## config.mk

```make
export PLATFORM = sky130hd
export DESIGN_NAME = lp_seq_top
export DESIGN_NICKNAME = d
export VERILOG_FILES = /design/src/rtl/lp_pkg.sv /design/src/rtl/lp_sync.sv /design/src/rtl/lp_timer.sv /design/src/rtl/lp_gate.sv /design/src/rtl/lp_seq_top.sv
export SDC_FILE = /design/constraint.sdc
export NUM_CORES = 1
export LEC_CHECK = 0
export BUFFER_PORTS_ARGS = -buffer_cell sky130_fd_sc_hd__buf_2
export CAP_MARGIN = 10
export CORE_MARGIN = 2
export CORE_UTILIZATION = 38
export CTS_CLUSTER_DIAMETER = 200
export DETAILED_ROUTE_END_ITERATION = 16
export PLACE_DENSITY = 0.75
export SYNTH_ARGS = -nofsm -noshare
export SYNTH_HDL_FRONTEND = slang
export SYNTH_SLANG_ARGS = --single-unit
```

## constraint.sdc

```tcl
create_clock -name clk_i -period 5.5 [get_ports clk_i]
set_clock_uncertainty 0.05 [all_clocks]
set_input_delay 1.375 -clock clk_i [delete_from_list [all_inputs] [get_ports clk_i]]
set_output_delay 1.375 -clock clk_i [all_outputs]
set_load 0.03 [all_outputs]
```

## src/rtl/lp_pkg.sv

```systemverilog
package lp_pkg;
  typedef enum logic [1:0] {
    ST_AWAKE    = 2'd0,
    ST_ENTERING = 2'd1,
    ST_ASLEEP   = 2'd2,
    ST_WAKING   = 2'd3
  } lp_state_e;

  function automatic int unsigned ns_to_cyc(int unsigned ns, int unsigned period_ns);
    int unsigned c;
    c = (ns + period_ns - 1) / period_ns;
    return (c == 0) ? 1 : c;
  endfunction
endpackage

```

## src/rtl/lp_sync.sv

```systemverilog
module lp_sync #(
  parameter int unsigned STAGES = 2
) (
  input  logic clk_i,
  input  logic rst_ni,
  input  logic d_i,
  output logic q_o
);
  logic [STAGES-1:0] sr_q;

  always_ff @(posedge clk_i or negedge rst_ni) begin
    if (!rst_ni) sr_q <= '0;
    else         sr_q <= {sr_q[STAGES-2:0], d_i};
  end

  assign q_o = sr_q[STAGES-1];
endmodule

```

## src/rtl/lp_timer.sv

```systemverilog
module lp_timer #(
  parameter int unsigned CNT_W = 8
) (
  input  logic             clk_i,
  input  logic             rst_ni,
  input  logic             load_i,
  input  logic [CNT_W-1:0] load_val_i,
  output logic             zero_o
);
  logic [CNT_W-1:0] cnt_q;

  always_ff @(posedge clk_i or negedge rst_ni) begin
    if (!rst_ni)            cnt_q <= '0;
    else if (load_i)        cnt_q <= load_val_i;
    else if (cnt_q != '0)   cnt_q <= cnt_q - 1'b1;
  end

  assign zero_o = (cnt_q == '0);

  // one step per cycle, never skips
  assert_count_down_R2: assert property (@(posedge clk_i) disable iff (!rst_ni)
    (!load_i && cnt_q != '0) |=> (cnt_q == $past(cnt_q) - 1'b1));
  assert_load_taken_R3: assert property (@(posedge clk_i) disable iff (!rst_ni)
    load_i |=> (cnt_q == $past(load_val_i)));
endmodule

```

## src/rtl/lp_gate.sv

```systemverilog
module lp_gate #(
  parameter int unsigned NUM_IO = 8
) (
  input  logic              gate_i,
  input  logic [NUM_IO-1:0] core_oe_i,
  input  logic [NUM_IO-1:0] core_out_i,
  input  logic [NUM_IO-1:0] pad_in_i,
  output logic [NUM_IO-1:0] pad_oe_o,
  output logic [NUM_IO-1:0] pad_out_o,
  output logic [NUM_IO-1:0] core_in_o
);
  for (genvar i = 0; i < NUM_IO; i++) begin : g_io
    assign pad_oe_o[i]  = core_oe_i[i]  & ~gate_i;
    assign pad_out_o[i] = core_out_i[i] & ~gate_i;
    assign core_in_o[i] = pad_in_i[i]   & ~gate_i;
  end

  always_comb begin
    if (gate_i) begin
      assert_pads_off_R4: assert (pad_oe_o == '0 && pad_out_o == '0);
      assert_inputs_off_R5: assert (core_in_o == '0);
    end
  end
endmodule

```

## src/rtl/lp_seq_top.sv

```systemverilog
module lp_seq_top
  import lp_pkg::*;
#(
  parameter int unsigned NUM_IO        = 8,
  parameter int unsigned CLK_PERIOD_NS = 5,
  parameter int unsigned ENTER_NS      = 800,
  parameter int unsigned EXIT_NS       = 200000
) (
  input  logic              clk_i,
  input  logic              rst_ni,
  input  logic              lp_req_i,
  input  logic [NUM_IO-1:0] core_oe_i,
  input  logic [NUM_IO-1:0] core_out_i,
  input  logic [NUM_IO-1:0] pad_in_i,
  output logic [NUM_IO-1:0] pad_oe_o,
  output logic [NUM_IO-1:0] pad_out_o,
  output logic [NUM_IO-1:0] core_in_o,
  output logic              core_en_o,
  output logic [1:0]        state_o
);
  localparam int unsigned ENTER_CYC = ns_to_cyc(ENTER_NS, CLK_PERIOD_NS);
  localparam int unsigned EXIT_CYC  = ns_to_cyc(EXIT_NS, CLK_PERIOD_NS);
  localparam int unsigned MAX_CYC   = (ENTER_CYC > EXIT_CYC) ? ENTER_CYC : EXIT_CYC;
  localparam int unsigned CNT_W     = (MAX_CYC > 1) ? $clog2(MAX_CYC) : 1;
  localparam logic [CNT_W-1:0] ENTER_LD = CNT_W'(ENTER_CYC - 1);
  localparam logic [CNT_W-1:0] EXIT_LD  = CNT_W'(EXIT_CYC - 1);

  lp_state_e        state_q, state_d;
  logic             req_s, gate_q, load, zero;
  logic [CNT_W-1:0] load_val;

  lp_sync #(.STAGES(2)) u_sync (
    .clk_i(clk_i), .rst_ni(rst_ni), .d_i(lp_req_i), .q_o(req_s)
  );

  lp_timer #(.CNT_W(CNT_W)) u_timer (
    .clk_i(clk_i), .rst_ni(rst_ni), .load_i(load),
    .load_val_i(load_val), .zero_o(zero)
  );

  always_comb begin
    state_d  = state_q;
    load     = 1'b0;
    load_val = ENTER_LD;
    unique case (state_q)
      ST_AWAKE: if (req_s) begin
        state_d = ST_ENTERING; load = 1'b1; load_val = ENTER_LD;
      end
      ST_ENTERING: begin
        if (!req_s) begin
          // abort: a gated device must still honour the wake delay
          if (gate_q) begin
            state_d = ST_WAKING; load = 1'b1; load_val = EXIT_LD;
          end else begin
            state_d = ST_AWAKE;
          end
        end else if (zero) begin
          state_d = ST_ASLEEP;
        end
      end
      ST_ASLEEP: if (!req_s) begin
        state_d = ST_WAKING; load = 1'b1; load_val = EXIT_LD;
      end
      ST_WAKING: begin
        if (req_s) begin
          state_d = ST_ENTERING; load = 1'b1; load_val = ENTER_LD;
        end else if (zero) begin
          state_d = ST_AWAKE;
        end
      end
      default: state_d = ST_AWAKE;
    endcase
  end

  always_ff @(posedge clk_i or negedge rst_ni) begin
    if (!rst_ni) begin
      state_q <= ST_AWAKE;
      gate_q  <= 1'b0;
    end else begin
      state_q <= state_d;
      if (state_d == ST_ASLEEP)     gate_q <= 1'b1;
      else if (state_d == ST_AWAKE) gate_q <= 1'b0;
    end
  end

  lp_gate #(.NUM_IO(NUM_IO)) u_gate (
    .gate_i(gate_q), .core_oe_i(core_oe_i), .core_out_i(core_out_i),
    .pad_in_i(pad_in_i), .pad_oe_o(pad_oe_o), .pad_out_o(pad_out_o),
    .core_in_o(core_in_o)
  );

  assign core_en_o = ~gate_q;
  assign state_o   = state_q;

  assert_asleep_gated_R6: assert property (@(posedge clk_i) disable iff (!rst_ni)
    (state_q == ST_ASLEEP) |-> (!core_en_o && pad_oe_o == '0 && core_in_o == '0));
  assert_awake_open_R6: assert property (@(posedge clk_i) disable iff (!rst_ni)
    (state_q == ST_AWAKE) |-> (core_en_o && pad_oe_o == core_oe_i));
  assert_enter_done_R2: assert property (@(posedge clk_i) disable iff (!rst_ni)
    (state_q == ST_ENTERING && req_s && zero) |=> (state_q == ST_ASLEEP));
  assert_wake_done_R3: assert property (@(posedge clk_i) disable iff (!rst_ni)
    (state_q == ST_WAKING && !req_s && zero) |=> (state_q == ST_AWAKE));
  assert_gate_edges_R7: assert property (@(posedge clk_i) disable iff (!rst_ni)
    !$stable(core_en_o) |-> (state_q == ST_ASLEEP || state_q == ST_AWAKE));
  assert_abort_clean_R8: assert property (@(posedge clk_i) disable iff (!rst_ni)
    (state_q == ST_ENTERING && !req_s && core_en_o) |=> (state_q == ST_AWAKE && core_en_o));
endmodule

```

==> results of run 1 <==
-- routing by layer --
metal  vias to the layer above  part of all wire, %  GRT usage (%)
met5                         -                    0              0
met1                       589                   49          21.14
li1                        650                    -              -
met4                         0                  1.6          6.383
met2                        34                   45          23.58
met3                         5                  4.3          3.299
-- cells by family after synthesis --
kind of cell	Yosys count	synth area share, %
and+or+nand+nor	75	30.85
AOI/OAI and AO/OA	28	12.32
DFF	21	37.23
buffers and inverters	13	3.812
xor gates and xnor gates	12	7.447
adders and majority gates	6	5.319
muxes	4	3.014
-- path summary, 6_finish.rpt --
kind | slack [ns] | cells after the start | start | to
worst max register to register | 3.33 | 6 | u_timer.cnt_q[0] | gate_q
worst min-delay path | 0.31 | 0 | u_sync.sr_q[0] | u_sync.sr_q[1]
worst max-delay path | 2.27 | 3 | core_out_i[3] | pad_out_o[3]
worst min register to register | 0.31 | 0 | u_sync.sr_q[0] | u_sync.sr_q[1]
max in group asynchronous | 4.07 | 1 | rst_ni | u_timer.cnt_q[7]
min in group asynchronous | 1.00 | 1 | rst_ni | u_timer.cnt_q[5]
-- state kept, by name, indices dropped and copies added, names as in the netlist --
signal	cells
gate_q	1
u_timer.cnt_q	16
u_sync.sr_q	2
state_o	2
-- cells in the mapped netlist, types with 2 or more instances --
| library cell | count | area [um^2] |
|---|---|---|
| buf_2 | 4 | 20.02 |
| clkbuf_1 | 3 | 11.26 |
| nor3_1 | 4 | 20.02 |
| nand2_1 | 10 | 37.54 |
| xor2_1 | 9 | 78.83 |
| nand3b_1 | 2 | 15.01 |
| o211ai_1 | 4 | 30.03 |
| mux2_2 | 2 | 22.52 |
| ha_1 | 6 | 75.07 |
| nand2b_1 | 2 | 12.51 |
| nand4_1 | 2 | 12.51 |
| nor2b_1 | 25 | 156.4 |
| nand3_1 | 2 | 10.01 |
| nor4_1 | 5 | 31.28 |
| nor2_1 | 15 | 56.30 |
| a21oi_1 | 6 | 30.03 |
| inv_1 | 6 | 22.52 |
| dfrtp_1 | 21 | 525.5 |
| xnor2_1 | 3 | 26.28 |
| a22oi_1 | 2 | 15.01 |
| mux2i_1 | 2 | 20.02 |
| o21ai_0 | 9 | 45.04 |
-- where the power goes --
part | leakage, uW | switching (uW) | internal, uW
Sequential | 0.000266 | 55.7 | 194
Combinational | 0.000533 | 165 | 107
Clock | 0.0000217 | 51.9 | 51.2
Total | 0.000821 | 272 | 352
-- metrics by stage --
stage,power [uW],instances,hold slack [ns]
4_1_cts,629.0,257,0.3126
5_1_grt,673.2,257,0.3132
3_3_place_gp,511.9,253,0.2880
6_report,624.6,257,0.3084
3_5_place_dp,521.5,253,0.2920
2_1_floorplan,447.0,159,0.2812
-- final cells by class --
type,count,area [um^2]
Fill cell,357,1852
Multi-Input combinational cell,125,832.0
Sequential cell,21,525.5
Timing Repair Buffer,53,265.3
Tap cell,48,60.06
Clock buffer,3,41.29
Inverter,6,22.52
Clock inverter,1,7.507
==> results.toml, run 1 <==
[timing]
rsz0062_at_grt = "no"
fin_crit_sh_pct = 58.73
setup_violations = 0
fin_tns_setup_ns = 0
hold_viol_final = 0
min_period_ns = 3.230
worstMarginPinSlew_ns = 0.8182
slew_violations = 0
final.setup.worst_slack_ns = 2.270
fmax_ghz = 0.3096
slew_headroom_pct = 45.45

[finish]
syn_to_final_growth_pct = 24.29
drive_gt1_share_pct = 30.14
final_common_cell = "buf_2"
finalInstanceArea_um2 = 1754
finalNetCount = 243
finish.utilization_pct = 48.65
final_cell_mix = "53 x buf_2, 25 x nor2b_1, 21 x dfrtp_1"
diodes = 0

[cts]
cts_root_buf = "clkbuf_8"
cts_resized = 0
cts_tree = "yes"
h-tree-depth = 1
clock-sinks = 21
clock_latency_ns = 0.27
post_cts_buffers = 0
ctsHoldBuffers = 0
cts_buffer_depth = 2
clk_pin_slew_ns = 0.08
cts_made_buffers = 3

[power_and_ir_drop]
power.density_nw_per_um2 = 356.1
vdd_ir_drop_max_v = 0.0001742
power_leakage_uw = 0.0008207

[global_routing]
grtUsageTotal_pct = 15.44
grt_pass1_wl_um = 5071
grt_max_degree = 29
globalRouteOverflowTotal = 0
antenna_found_initial = 0
grt_pass1_vias = 1127

[yosys]
ys_types = 37
synthArstFlopShare_pct = 100.0
ys_ff_latch = 21
synth_edf_count = 0
synth_warnings = 0
yosysSeqAreaShare_pct = 37.23
syn_nets = 192
synth_cells = 159
syn_area_um2 = 1411
synth.avg_cell_area_um2 = 8.876
synth_ff_type = "dfrtp_1"

[placement]
placed_area_um2 = 1705
hpwl_um = 2341
dp_slack_ns = 2.266
place.gp.congestion = 0.8528
io_buffers = 53

[routing]
drtIter0Drc = 50
ant_nets = 0
drcViolationCount = 0
drt_pass1_iterations = 4
viasPerCell = 4.973
wire_per_inst_um = 12.28
totalWireLength_um = 3155
vias = 1278

[die]
num_io_pins = 54
fp.dieH_um = 64.95
die-width_um = 64.95
start_util_pct = 39.14
rows = 22
coreArea_um2 = 3606
dieArea_um2 = 4218

[worst_setup_path]
path_buf_inv = 2
cp-end-kind = "primary output"
critical-path-slowest-cell = "buf_2"
critPathKind = "in -> out"
path_cells = "buf_2 > nor2b_1 > buf_2"
critPathLaunchType = "input port"
crit_arrival_ns = 1.80
cp.required_ns = 4.07
crit_top_cell = "buf_2"
critPathMaxStageDelay_ns = 0.21
crit_family = "buffers and inverters"
cp_max_fo = 1

[min_path]
worstHoldPathType = "reg -> reg"

[flow_run]
maxCapViolations = 0

[outcome]
outcome = "finished clean"
Note: power is estimated with default switching activity, not from simulation.
==> inputs of run 2 (changes only) <==
--- a/config.mk
+++ b/config.mk
@@ -11,7 +11,7 @@
 export CORE_UTILIZATION = 38
 export CTS_CLUSTER_DIAMETER = 200
 export DETAILED_ROUTE_END_ITERATION = 16
-export PLACE_DENSITY = 0.75
+export PLACE_DENSITY = 0.77
 export SYNTH_ARGS = -nofsm -noshare
 export SYNTH_HDL_FRONTEND = slang
 export SYNTH_SLANG_ARGS = --single-unit
==> constraint.sdc (replaced) <==
create_clock -name clk_i -period 2.67 [get_ports clk_i]
set_clock_uncertainty 0.05 [all_clocks]
set_input_delay 0.6675 -clock clk_i [delete_from_list [all_inputs] [get_ports clk_i]]
set_output_delay 0.6675 -clock clk_i [all_outputs]
set_load 0.03 [all_outputs]
==> run 2 against run 1 <==
Utilization grew 0.35 points. Combinational power increased by 110%. Design area rose by 0.71%. Critical path depth is 1 lower. Register-to-register slack worse by 2.7 ns.
==> results.toml, run 2 (synthesized netlist as in run 1, its figures left out) <==
[timing]
setup_violations = 0
slew_violations = 0
fmax_ghz = 0.4706
rsz0062_at_grt = "no"
slew_headroom_pct = 49.25
fin_crit_sh_pct = 79.59
worstMarginPinSlew_ns = 0.7613
min_period_ns = 2.125
fin_tns_setup_ns = 0
hold_viol_final = 0

[power_and_ir_drop]
internal_power_uw = 740.9
p_sw_uw = 561.5
p_sw_share_pct = 43.11
vdd_ir_drop_max_v = 0.0004938
p_clk_share_pct = 15.9
power_leakage_uw = 0.0008343
power_frac_seq_pct = 39.8
power.density_nw_per_um2 = 737.2
combPwrFrac_pct = 44.3

[worst_setup_path]
critPathKind = "reg -> out"
crit_family = "flip-flops"
cp_max_fo = 28
critical-path-slowest-cell = "dfrtp_1"
crit_arrival_ns = 1.41
path_cells = "nor2b_1 > buf_2"
critPathMaxStageDelay_ns = 0.84
cp-end-kind = "primary output"
critPathLaunchType = "register"
cp.required_ns = 1.95
path_buf_inv = 1

[routing]
wire_per_inst_um = 11.87
vias = 1289
viasPerCell = 4.977
drtIter0Drc = 34
drcViolationCount = 0
drt_pass1_iterations = 4
totalWireLength_um = 3074
ant_nets = 0

[finish]
syn_to_final_growth_pct = 25.18
top_register = "u_timer.cnt_q"
final_cell_mix = "53 x buf_2, 25 x nor2b_1, 21 x dfrtp_1"
finalInstanceArea_um2 = 1767
diodes = 0
drive_gt1_share_pct = 30.81
largest_reg_flops = 16
finalNetCount = 245
finish.utilization_pct = 48.99
final_common_cell = "buf_2"

[placement]
place.gp.congestion = 0.8238
hpwl_um = 2353
io_buffers = 53
placed_area_um2 = 1720

[cts]
h-tree-depth = 1
cts_made_buffers = 3
post_cts_buffers = 0
clk_pin_slew_ns = 0.08
cts_buffer_depth = 2
cts_resized = 0
cts_root_buf = "clkbuf_8"
clock-sinks = 21
clock_latency_ns = 0.26
cts_tree = "yes"
ctsHoldBuffers = 0

[global_routing]
grt_max_degree = 29
gr-usage-met1_pct = 20.88
met3_usage_pct = 3.472
antenna_found_initial = 0
grt_busiest_layer = "met2"
globalRouteOverflowTotal = 0
grtUsageTotal_pct = 15.87
grt_pass1_vias = 1259
grt_pass1_wl_um = 5340
grt_use_met2_pct = 26.68

[die]
rows = 22
num_io_pins = 54
dieArea_um2 = 4218
start_util_pct = 39.14
die-width_um = 64.95
fp.dieH_um = 64.95
coreArea_um2 = 3606

[min_path]
worstHoldPathType = "in -> async"

[flow_run]
maxCapViolations = 0

[outcome]
outcome = "finished clean"
## run 2: cell types whose count changed in the layout (fill, tap and decap cells not counted)
cell | previous run | this run
buf_4 | 0 | 2
clkinv_2 | 0 | 1
clkinvlp_4 | 1 | 0
## run 2: cell type report
cell class | count | area (um^2)
clock inverter | 1 | 5.005
sequential | 21 | 525.5
tap | 48 | 60.06
inverter | 6 | 22.52
clock buffer | 3 | 41.29
timing repair buffer | 55 | 280.3
fill | 345 | 1839
multi-input combinational | 125 | 832.0
## run 2: worst paths after layout
path                                startpoint           endpoint  slack (ns)  cells after the start
worst max-delay path                    gate_q       core_in_o[6]        0.54                      2
worst min-delay path                    rst_ni   u_timer.cnt_q[9]        0.30                      1
min in group clk_i              u_sync.sr_q[0]     u_sync.sr_q[1]        0.31                      0
worst max register to register          gate_q             gate_q        0.60                      5
worst min register to register  u_sync.sr_q[0]     u_sync.sr_q[1]        0.31                      0
max in group asynchronous               rst_ni  u_timer.cnt_q[15]        1.93                      1
## run 2: power by group through the flow
stage                     Sequential (uW)  Combinational [uW]  Clock (uW)
after floorplan                       505                 416           0
after global placement                519                 559           0
after detailed placement              520                 577           0
after CTS                             516                 579         215
after global routing                  531                 646         228
final                                 518                 577         207
## run 2: layer usage
| metal | vias up | wire (um) |
|---|---|---|
| met2 | 44 | 1454 |
| met3 | 2 | 159 |
| met5 | - | 0 |
| met4 | 0 | 8 |
| li1 | 652 | - |
| met1 | 591 | 1451 |
## run 2: stage by stage
step | hold WS, ns | worst slack [ns] | power (uW) | std cells
after global placement | 0.2882 | 0.6656 | 1077 | 255
after floorplan | 0.2812 | 0.7625 | 920.9 | 159
after CTS | 0.3136 | 0.5148 | 1309 | 259
final | 0.3023 | 0.5449 | 1302 | 259
after detailed placement | 0.2966 | 0.5889 | 1097 | 255
after global routing | 0.3162 | 0.3380 | 1405 | 259
==> inputs of run 3 (changes only) <==
--- a/config.mk
+++ b/config.mk
@@ -5,13 +5,14 @@
 export SDC_FILE = /design/constraint.sdc
 export NUM_CORES = 1
 export LEC_CHECK = 0
+export ABC_AREA = 1
 export BUFFER_PORTS_ARGS = -buffer_cell sky130_fd_sc_hd__buf_2
 export CAP_MARGIN = 10
 export CORE_MARGIN = 2
 export CORE_UTILIZATION = 38
 export CTS_CLUSTER_DIAMETER = 200
 export DETAILED_ROUTE_END_ITERATION = 16
-export PLACE_DENSITY = 0.77
+export PLACE_DENSITY = 0.74
 export SYNTH_ARGS = -nofsm -noshare
 export SYNTH_HDL_FRONTEND = slang
 export SYNTH_SLANG_ARGS = --single-unit
==> constraint.sdc (replaced) <==
create_clock -name clk_i -period 2.2 [get_ports clk_i]
set_clock_uncertainty 0.05 [all_clocks]
set_input_delay 0.55 -clock clk_i [delete_from_list [all_inputs] [get_ports clk_i]]
set_output_delay 0.55 -clock clk_i [all_outputs]
set_load 0.03 [all_outputs]
==> run 3 against run 2 <==
Flip-flop and latch count unchanged. Synthesized cell count up 39%. Register-to-register slack worse by 0.27 ns. Sequential power up 24%. Critical path depth unchanged. Die area up 6.8%. Routed wire length up 13%. Design area up 6.2%. Critical path type unchanged. Largest cell class unchanged. Highest routed layer unchanged.
==> results.toml, run 3 <==
[power_and_ir_drop]
vdd_ir_drop_max_v = 0.0007227
power_leakage_uw = 0.001029
power.density_nw_per_um2 = 1116

[finish]
top_register = "u_timer.cnt_q"
fin_cells = 323
final_common_cell = "buf_2"
final_cell_mix = "53 x buf_2, 44 x inv_1, 44 x nor2_1"
diodes = 0
syn_to_final_growth_pct = 23.88
finish.utilization_pct = 50.10
drive_gt1_share_pct = 28.36
largest_reg_flops = 16
finalNetCount = 309

[yosys]
synth_edf_count = 0
synth.avg_cell_area_um2 = 6.850
ys_types = 28
synth_xor_area_share_pct = 3.471
yosys-top-cells-count = "44 x inv_1, 44 x nor2_1, 38 x nand2_1, 21 x dfrtp_1, 13 x a21oi_1"
synth_ff_type = "dfrtp_1"
synth_top_family_by_area = "simple AND/OR/NAND/NOR gates"
synth_warnings = 0
synth_top_area_share_pct = 34.71
ys_ff_latch = 21
synth_cells = 221
syn_nets = 254
synth_fa_ha_area_share_pct = 4.959
yosysTopAreaCell = "dfrtp_1"
yosys-top-cells-area = "dfrtp_1 35%, inv_1 11%, nor2_1 11%"
synthArstFlopShare_pct = 100.0
yosys.area_share.simple_pct = 35.45
synthMuxAreaShare_pct = 0
syn_area_um2 = 1514
synth_compound_area_share_pct = 8.512
yosysSeqAreaShare_pct = 34.71

[cts]
clock_latency_ns = 0.26
cts_root_buf = "clkbuf_8"
cts_made_buffers = 3
clock-sinks = 21
cts_resized = 0
h-tree-depth = 1
post_cts_buffers = 0
ctsHoldBuffers = 0
clk_pin_slew_ns = 0.08
cts_buffer_depth = 2
cts_tree = "yes"

[placement]
hpwl_um = 2804
dp_slack_ns = 0.3373
place.gp.congestion = 0.8172
io_buffers = 53
post-place-cells = 319

[timing]
worstMarginPinSlew_ns = 0.7612
hold_viol_final = 0
fmax_ghz = 0.4853
min_period_ns = 2.061
slew_violations = 0
slew_headroom_pct = 49.25
final.setup.worst_slack_ns = 0.1394
fin_crit_sh_pct = 93.66
hold_slack_ns = 0.1919
rsz0062_at_grt = "no"
setup_violations = 0
fin_tns_setup_ns = 0

[worst_setup_path]
path_cells = "inv_1 > buf_2"
critical-path-slowest-cell = "dfrtp_1"
crit_family = "flip-flops"
cp_max_fo = 27
cp.required_ns = 1.60
cp-end-kind = "primary output"
critPathKind = "reg -> out"
crit_arrival_ns = 1.46
critPathLaunchType = "register"
critPathMaxStageDelay_ns = 0.84
path_buf_inv = 2

[global_routing]
grt_pass1_wl_um = 5547
antenna_found_initial = 0
grt_max_degree = 28
grt_pass1_vias = 1261
grtUsageTotal_pct = 15.88
globalRouteOverflowTotal = 0

[min_path]
worstHoldPathType = "in -> async"

[routing]
drcViolationCount = 0
totalWireLength_um = 3469
wire_per_inst_um = 10.74
vias = 1459
drtIter0Drc = 58
drt_pass1_iterations = 4
ant_nets = 0
viasPerCell = 4.517

[die]
num_io_pins = 54
die-width_um = 67.12
fp.dieH_um = 67.12
dieArea_um2 = 4505
start_util_pct = 40.44
rows = 22
coreArea_um2 = 3744

[flow_run]
maxCapViolations = 0

[outcome]
outcome = "finished clean"
[run 3: cell types whose count changed after synthesis, sizes merged, moves of 4 or more]
cell and delta:
inv +42, nand3 +9, a21oi +8, nand2 +28, nor2 +38, o211ai -4
nor2b -25, xor2 -5
[run 3: kinds of logic (layout without fill, tap and decap cells)]
logic type,Yosys count,in the layout
compound gates,24,24
xor+xnor,6,6
fa+ha+maj,6,6
buf+inv,51,105
flops,21,21
simple gates,113,113
[run 3: worst register-to-register path, cell delays in order, from the launching register on]
cell and delay (ns):
dfrtp_1 0.43, inv_1 0.10, ha_1 0.22, inv_1 0.09, nor2_1 0.06, nor2_1 0.12, nor2_2 0.10, nor2_8 0.16
inv_4 0.09, nor2_2 0.26, a21oi_1 0.08
[run 3: where the power goes]
part	switching [uW]	internal (uW)	total, uW
Sequential	145	497	643
Clock	124	128	252
Combinational	798	400	1200
[run 3: metal layers]
metal / vias to the layer above / track usage [%] / wire length [um]
met5: - / 0 / 0
li1: 782 / - / -
met4: 0 / 4.592 / 25
met1: 643 / 23.26 / 1612
met2: 32 / 25.12 / 1673
met3: 2 / 1.014 / 156
[run 3: area by class of cell]
cell class,instances,area [um^2]
Clock inverter,1,7.507
Multi-Input combinational cell,149,793.3
Timing Repair Buffer,53,265.3
Inverter,48,182.7
Sequential cell,21,525.5
Fill cell,387,1868
Tap cell,48,60.06
Clock buffer,3,41.29
[run 3: path summary, 6_finish.rpt]
path                                          to           start  cells past startpoint  slack, ns
worst min-delay path            u_timer.cnt_q[0]          rst_ni                      1       0.19
worst max register to register  u_timer.cnt_q[3]      state_o[0]                     10       0.33
max in group asynchronous             state_o[0]          rst_ni                      1       1.58
min in group clk_i                u_sync.sr_q[1]  u_sync.sr_q[0]                      0       0.31
worst min register to register    u_sync.sr_q[1]  u_sync.sr_q[0]                      0       0.31
worst max-delay path                   core_en_o          gate_q                      2       0.14
[run 3: per-stage QoR]
step	total power [uW]	cell area, um^2
after detailed placement	1840	1827
after global routing	2279	1876
after floorplan	1561	1514
after global placement	1829	1827
after CTS	2102	1876
final	2093	1876
